**config.mk**
```make
export PLATFORM = sky130hd
export DESIGN_NAME = incr_word_guard
export DESIGN_NICKNAME = d
export VERILOG_FILES = /design/src/rtl/iw_pkg.sv /design/src/rtl/iw_collect.sv /design/src/rtl/iw_judge.sv /design/src/rtl/iw_store.sv /design/src/rtl/incr_word_guard.sv
export SDC_FILE = /design/constraint.sdc
export NUM_CORES = 1
export LEC_CHECK = 0
export BUFFER_PORTS_ARGS = -buffer_cell sky130_fd_sc_hd__buf_2
export CORE_MARGIN = 10
export CORE_UTILIZATION = 52
export DETAILED_ROUTE_END_ITERATION = 7
export PLACE_DENSITY = 0.69
export SYNTH_ARGS = -nofsm -noshare
export SYNTH_HDL_FRONTEND = slang
export SYNTH_SLANG_ARGS = --single-unit
export TNS_END_PERCENT = 20
```
**constraint.sdc**
```tcl
create_clock -name clk -period 14.1 [get_ports clk]
set_input_delay 1.41 -clock clk [delete_from_list [all_inputs] [get_ports clk]]
set_output_delay 1.41 -clock clk [all_outputs]
set_load 0.02 [all_outputs]
```
**src/rtl/iw_pkg.sv**
```systemverilog
package iw_pkg;

    // Progress of one secure-write command through its two data bytes
    typedef enum logic [1:0] {
        C_IDLE = 2'd0,
        C_HI   = 2'd1,
        C_LO   = 2'd2,
        C_DONE = 2'd3
    } col_state_e;

endpackage

```
**src/rtl/iw_collect.sv**
```systemverilog
module iw_collect #(
    parameter int          ADDR_W    = 10,
    parameter int          BYTE_W    = 8,
    parameter int          IDX_W     = 4,
    parameter int          OP_W      = 8,
    parameter logic [7:0]  SECURE_OP = 8'h07,
    localparam int         WORD_W    = 2 * BYTE_W
) (
    input  logic              clk,
    input  logic              rst_n,
    input  logic              sel,
    input  logic              cmd_vld,
    input  logic [OP_W-1:0]   cmd_op,
    input  logic [ADDR_W-1:0] cmd_addr,
    input  logic              byte_vld,
    input  logic [BYTE_W-1:0] byte_data,
    output logic              word_vld,
    output logic [IDX_W-1:0]  word_idx,
    output logic [WORD_W-1:0] word_val
);
    import iw_pkg::*;

    typedef struct packed {
        col_state_e        state;
        logic [IDX_W-1:0]  idx;
        logic [BYTE_W-1:0] hi;
    } col_t;

    col_t col_d, col_q;

    // Byte address halved gives the word address; the part above the
    // index must be zero for the command to fall in the protected area.
    logic [ADDR_W-1:0] half_addr;
    logic [ADDR_W-1:0] above_area;
    logic              in_area;
    logic              is_secure;

    always_comb begin
        half_addr  = cmd_addr >> 1;
        above_area = half_addr >> IDX_W;
        in_area    = (above_area == '0);
        is_secure  = (cmd_op == OP_W'(SECURE_OP));
    end

    always_comb begin
        col_d    = col_q;
        word_vld = 1'b0;
        word_idx = col_q.idx;
        word_val = {col_q.hi, byte_data};

        if (!sel) begin
            col_d.state = C_IDLE;
        end else if (cmd_vld) begin
            if (is_secure && in_area) begin
                col_d.state = C_HI;
                col_d.idx   = half_addr[IDX_W-1:0];
            end else begin
                col_d.state = C_IDLE;
            end
        end else if (byte_vld) begin
            case (col_q.state)
                C_HI: begin
                    col_d.hi    = byte_data;
                    col_d.state = C_LO;
                end
                C_LO: begin
                    word_vld    = 1'b1;
                    col_d.state = C_DONE;
                end
                default: ;
            endcase
        end
    end

    always_ff @(posedge clk or negedge rst_n) begin
        if (!rst_n) begin
            col_q <= '{state: C_IDLE, idx: '0, hi: '0};
        end else begin
            col_q <= col_d;
        end
    end

endmodule

```
**src/rtl/iw_judge.sv**
```systemverilog
module iw_judge #(
    parameter int WORD_W = 16
) (
    input  logic              clk,
    input  logic              rst_n,
    input  logic              word_vld,
    input  logic [WORD_W-1:0] new_val,
    input  logic [WORD_W-1:0] cur_val,
    output logic              commit,
    output logic              acc_o,
    output logic              rej_o
);
    typedef struct packed {
        logic acc;
        logic rej;
    } res_t;

    res_t res_d, res_q;
    logic raises;

    always_comb begin
        // Unsigned magnitude compare; equality counts as no progress
        raises    = (new_val > cur_val);
        commit    = word_vld && raises;
        res_d.acc = word_vld && raises;
        res_d.rej = word_vld && !raises;
    end

    always_ff @(posedge clk or negedge rst_n) begin
        if (!rst_n) begin
            res_q <= '0;
        end else begin
            res_q <= res_d;
        end
    end

    assign acc_o = res_q.acc;
    assign rej_o = res_q.rej;

endmodule

```
**src/rtl/iw_store.sv**
```systemverilog
module iw_store #(
    parameter int NUM_WORDS = 16,
    parameter int WORD_W    = 16,
    parameter int IDX_W     = 4
) (
    input  logic              clk,
    input  logic              rst_n,
    input  logic              wr_en,
    input  logic [IDX_W-1:0]  wr_idx,
    input  logic [WORD_W-1:0] wr_val,
    output logic [WORD_W-1:0] cur_val,
    input  logic [IDX_W-1:0]  rd_idx,
    output logic [WORD_W-1:0] rd_data
);
    logic [WORD_W-1:0] words [NUM_WORDS];

    for (genvar g = 0; g < NUM_WORDS; g++) begin : g_word
        logic [WORD_W-1:0] w_d, w_q;

        always_comb begin
            w_d = w_q;
            if (wr_en && (wr_idx == IDX_W'(g))) begin
                w_d = wr_val;
            end
        end

        always_ff @(posedge clk or negedge rst_n) begin
            if (!rst_n) begin
                w_q <= '0;
            end else begin
                w_q <= w_d;
            end
        end

        assign words[g] = w_q;
    end

    assign cur_val = words[wr_idx];
    assign rd_data = words[rd_idx];

endmodule

```
**src/rtl/incr_word_guard.sv**
```systemverilog
module incr_word_guard #(
    parameter int         NUM_WORDS = 16,
    parameter int         BYTE_W    = 8,
    parameter int         ADDR_W    = 10,
    parameter int         OP_W      = 8,
    parameter logic [7:0] SECURE_OP = 8'h07,
    localparam int        WORD_W    = 2 * BYTE_W,
    localparam int        IDX_W     = $clog2(NUM_WORDS)
) (
    input  logic              clk,
    input  logic              rst_n,
    input  logic              sel,
    input  logic              cmd_vld,
    input  logic [OP_W-1:0]   cmd_op,
    input  logic [ADDR_W-1:0] cmd_addr,
    input  logic              byte_vld,
    input  logic [BYTE_W-1:0] byte_data,
    input  logic [IDX_W-1:0]  rd_idx,
    output logic [WORD_W-1:0] rd_data,
    output logic              wr_accepted,
    output logic              wr_rejected
);
    logic              word_vld;
    logic [IDX_W-1:0]  word_idx;
    logic [WORD_W-1:0] word_val;
    logic [WORD_W-1:0] cur_val;
    logic              commit;

    iw_collect #(
        .ADDR_W    (ADDR_W),
        .BYTE_W    (BYTE_W),
        .IDX_W     (IDX_W),
        .OP_W      (OP_W),
        .SECURE_OP (SECURE_OP)
    ) u_collect (
        .clk       (clk),
        .rst_n     (rst_n),
        .sel       (sel),
        .cmd_vld   (cmd_vld),
        .cmd_op    (cmd_op),
        .cmd_addr  (cmd_addr),
        .byte_vld  (byte_vld),
        .byte_data (byte_data),
        .word_vld  (word_vld),
        .word_idx  (word_idx),
        .word_val  (word_val)
    );

    iw_judge #(
        .WORD_W (WORD_W)
    ) u_judge (
        .clk      (clk),
        .rst_n    (rst_n),
        .word_vld (word_vld),
        .new_val  (word_val),
        .cur_val  (cur_val),
        .commit   (commit),
        .acc_o    (wr_accepted),
        .rej_o    (wr_rejected)
    );

    iw_store #(
        .NUM_WORDS (NUM_WORDS),
        .WORD_W    (WORD_W),
        .IDX_W     (IDX_W)
    ) u_store (
        .clk     (clk),
        .rst_n   (rst_n),
        .wr_en   (commit),
        .wr_idx  (word_idx),
        .wr_val  (word_val),
        .cur_val (cur_val),
        .rd_idx  (rd_idx),
        .rd_data (rd_data)
    );

endmodule

```
==> results_dict.tcl <==
set metrics [dict create \
    synth_top_cell_by_area "dfrtp_1" \
    cts_tree "built" \
    drive_above_1_share_pct 60.7 \
    ys_async_sr_fraction_pct 100 \
    post_cts_resized 0 \
    dieArea_sq_um 35300 \
    cts_buffers 30 \
    hold_path_class "reg -> reg" \
    arrival_ns 6.21 \
    setup_violations 0 \
    syn_area_per_cell_sq_um 16.7 \
    yosysTopAreaCellShare_pct 46.4 \
    gr-usage-all-layers_pct 20.3 \
    ant_nets 0 \
    min_from "u_store.g_word[6].w_q[3]$_DFFE_PN0P_" \
    worstRegToRegCells 12 \
    hold_violations 0 \
    place_inst 1242 \
    synth.distinct_cells 29 \
    antenna_found_initial 0 \
    io_pins 53 \
    slew_headroom_pct 28.2 \
    area_growth_syn_to_layout_pct 9.88 \
    avgViaCountPerCell 6.37 \
    max_freq_mhz 173 \
    wl_per_cell_microns 27.4 \
    hpwlAfterDp_mm 20.1 \
    r2r_end "u_store.g_word[15].w_q[11]$_DFFE_PN0P_" \
    netlist_area_sq_um 14700 \
    layout_setup_ws_ns 8.32 \
    htree_levels 1 \
    slew_violations 0 \
    hold_ws_ns 0.522 \
    yosysMostFrequentCell "dfrtp_1" \
    cts_setup_buffers 0 \
    synthTopCellsByCount "272 x dfrtp_1, 265 x mux2_2, 160 x mux4_2" \
    clockRootBuffer "clkbuf_16" \
    hold_buffers 0 \
    rsz0062_at_grt "no" \
    required_ns 14.52 \
    p_per_area_nw_per_um2 102 \
    cp_cell_sequence "buf_4, mux4_2, mux4_2, inv_1, ha_1, nand4_1, nor4_1, a21bo_2, a311oi_4, buf_4, nand4_2, mux2_2" \
    design.final.nets 949 \
    slowest_delay_ns 0.87 \
    rows 61 \
    period_share_pct 41.0 \
    min_to "u_store.g_word[6].w_q[3]$_DFFE_PN0P_" \
    worst-path-buf-inv 3 \
    r2r_slack_ns 8.32 \
    gp_congestion 0.759 \
    max_cap_viol_count 0 \
    grt_pass1_vias 8724 \
    status "completed" \
    timing.rr.start "u_collect.word_idx[0]$_DFFE_PN0P_" \
    p_total_mw 1.64 \
    start_util_pct 52.8 \
    stdcell_count 1298 \
    critPathLaunchType "flop" \
    clkTransAtPathRegs_ns 0.06 \
    period_needed_ns 5.78 \
    grt_pass1_wl_mm 55.1 \
    power_leakage_nw 7.42 \
    clkLatencyLatePin_ns 0.55 \
    drc 0 \
    synthFlopType "dfrtp_1" \
    ys_seq_area_share_pct 46.4 \
    path_depth 12 \
    grt_max_degree 170 \
    drt_iter0_markers 575 \
    clock_sinks 272 \
    placed_area_sq_um 15100 \
    ys_seq_elements 272 \
    worst_path_max_delay_cell "nand4_2" \
    vias 8264 \
    gr-total-overflow 0 \
    synth_nets 933 \
    yosysWarnings 0 \
    cp_max_fo 24 \
    hold-path-cell-count 1 \
    post-place-ws_ns 8.24 \
    num_antenna_cells 0 \
    clk_path_buf_depth 3 \
    die_w_microns 188 \
    ir_worst_vdd_mv 0.0753 \
    utilization_pct 58.0 \
    drt_pre_antenna_iters 4 \
    io_buffer_count 51 \
    skew_ns 0.0141 \
    cp-end-kind "flop" \
    synth_edf_count 0 \
    path_class "reg -> reg" \
    coreArea_sq_um 27800 \
    wl_mm 35.6 \
    worst_pin_slew_ns 1.07 \
    synth.area.top_cells "dfrtp_1 46%, mux4_2 25%, mux2_2 20%" \
    critPathTopFamily "multiplexers" \
    setup_tns_ns 0 \
    syn_inst 880 \
    die_y_microns 188 \
    design_area_sq_um 16100 \
]
==> cell usage in the layout, fill, tap and decap left out, drive strengths merged <==
master	netlist	routed
dfrtp	272	272
mux2	267	267
mux4	160	160
buf	33	60
clkbuf	43	44
inv	18	18
ha	18	18
nand3	14	14
a21oi	9	9
nor2	8	8
clkinv	0	8
nor2b	7	7
nand4	7	7
nand2	6	6
o21ai	6	6
nor4	3	3
nand2b	2	2
and2	2	2
clkinvlp	0	2
bufinv	0	2
a21bo	1	1
and4	1	1
a311oi	1	1
a31oi	1	1
nand4bb	1	1
==> final cells by class <==
cell class                      count  area (sq um)
Timing Repair Buffer               60           348
Tap cell                          378           473
Multi-Input combinational cell    514          7390
Inverter                           18          67.6
Clock inverter                     12           119
Fill cell                        2192         11700
Clock buffer                       44           905
Sequential cell                   272          6810
==> worst reg2reg max path, cell delays in order (launching register included) <==
cell and delay, ns:
dfrtp_4 0.76, buf_4 0.53, mux4_2 0.58, mux4_2 0.48, inv_1 0.13, ha_1 0.17, nand4_1 0.16, nor4_1 0.45
a21bo_2 0.30, a311oi_4 0.24, buf_4 0.38, nand4_2 0.88, mux2_2 0.62
==> metal layers <==
layer | wire length (microns) | up-vias | track usage, %
met5 | 0 | - | 0
met4 | 765 | 0 | 5.20
met3 | 1400 | 50 | 2.10
met2 | 18500 | 188 | 35.2
met1 | 15000 | 4529 | 26.8
li1 | - | 3497 | -
==> kinds of logic (layout without fill, tap and decap cells) <==
group                    count (synthesis)  count (layout)  synth area share (%)
AO/OA/AOI/OAI                           18              18                 0.802
adder cells (fa/ha/maj)                 18              18                  1.54
buffers and inverters                   94             134                  3.21
flip-flops                             272             272                  46.4
multiplexers                           427             427                  45.1
AND/OR/NAND/NOR                         51              51                  2.91
==> report_power, final <==
group          internal (mW)  switching, mW  total (mW)
sequential             0.781        0.00123       0.782
clock                  0.480          0.320       0.799
combinational         0.0171         0.0402      0.0573
total                   1.28          0.361        1.64
==> worst max path at each step <==
stage,endpoint,start,slack [ns]
4_1_cts,u_store.g_word[15].w_q[12]$_DFFE_PN0P_,u_collect.word_idx[0]$_DFFE_PN0P_,8.24
6_report,u_store.g_word[15].w_q[11]$_DFFE_PN0P_,u_collect.word_idx[0]$_DFFE_PN0P_,8.32
2_1_floorplan,rd_data[0],rd_idx[0],9.26
3_5_place_dp,u_store.g_word[15].w_q[12]$_DFFE_PN0P_,u_collect.word_idx[0]$_DFFE_PN0P_,8.24
3_3_place_gp,u_store.g_word[15].w_q[10]$_DFFE_PN0P_,u_collect.word_idx[0]$_DFFE_PN0P_,8.25
5_1_grt,u_store.g_word[15].w_q[8]$_DFFE_PN0P_,u_collect.word_idx[0]$_DFFE_PN0P_,7.97
==> sequential cells by signal (all words and copies together), names as in the netlist <==
register	count
u_collect.col_q	2
u_collect.word_idx	4
u_collect.word_val	8
u_judge.acc_o	1
u_judge.rej_o	1
u_store.g_word.w_q	256
No activity file was read; power rests on OpenSTA's default activity.
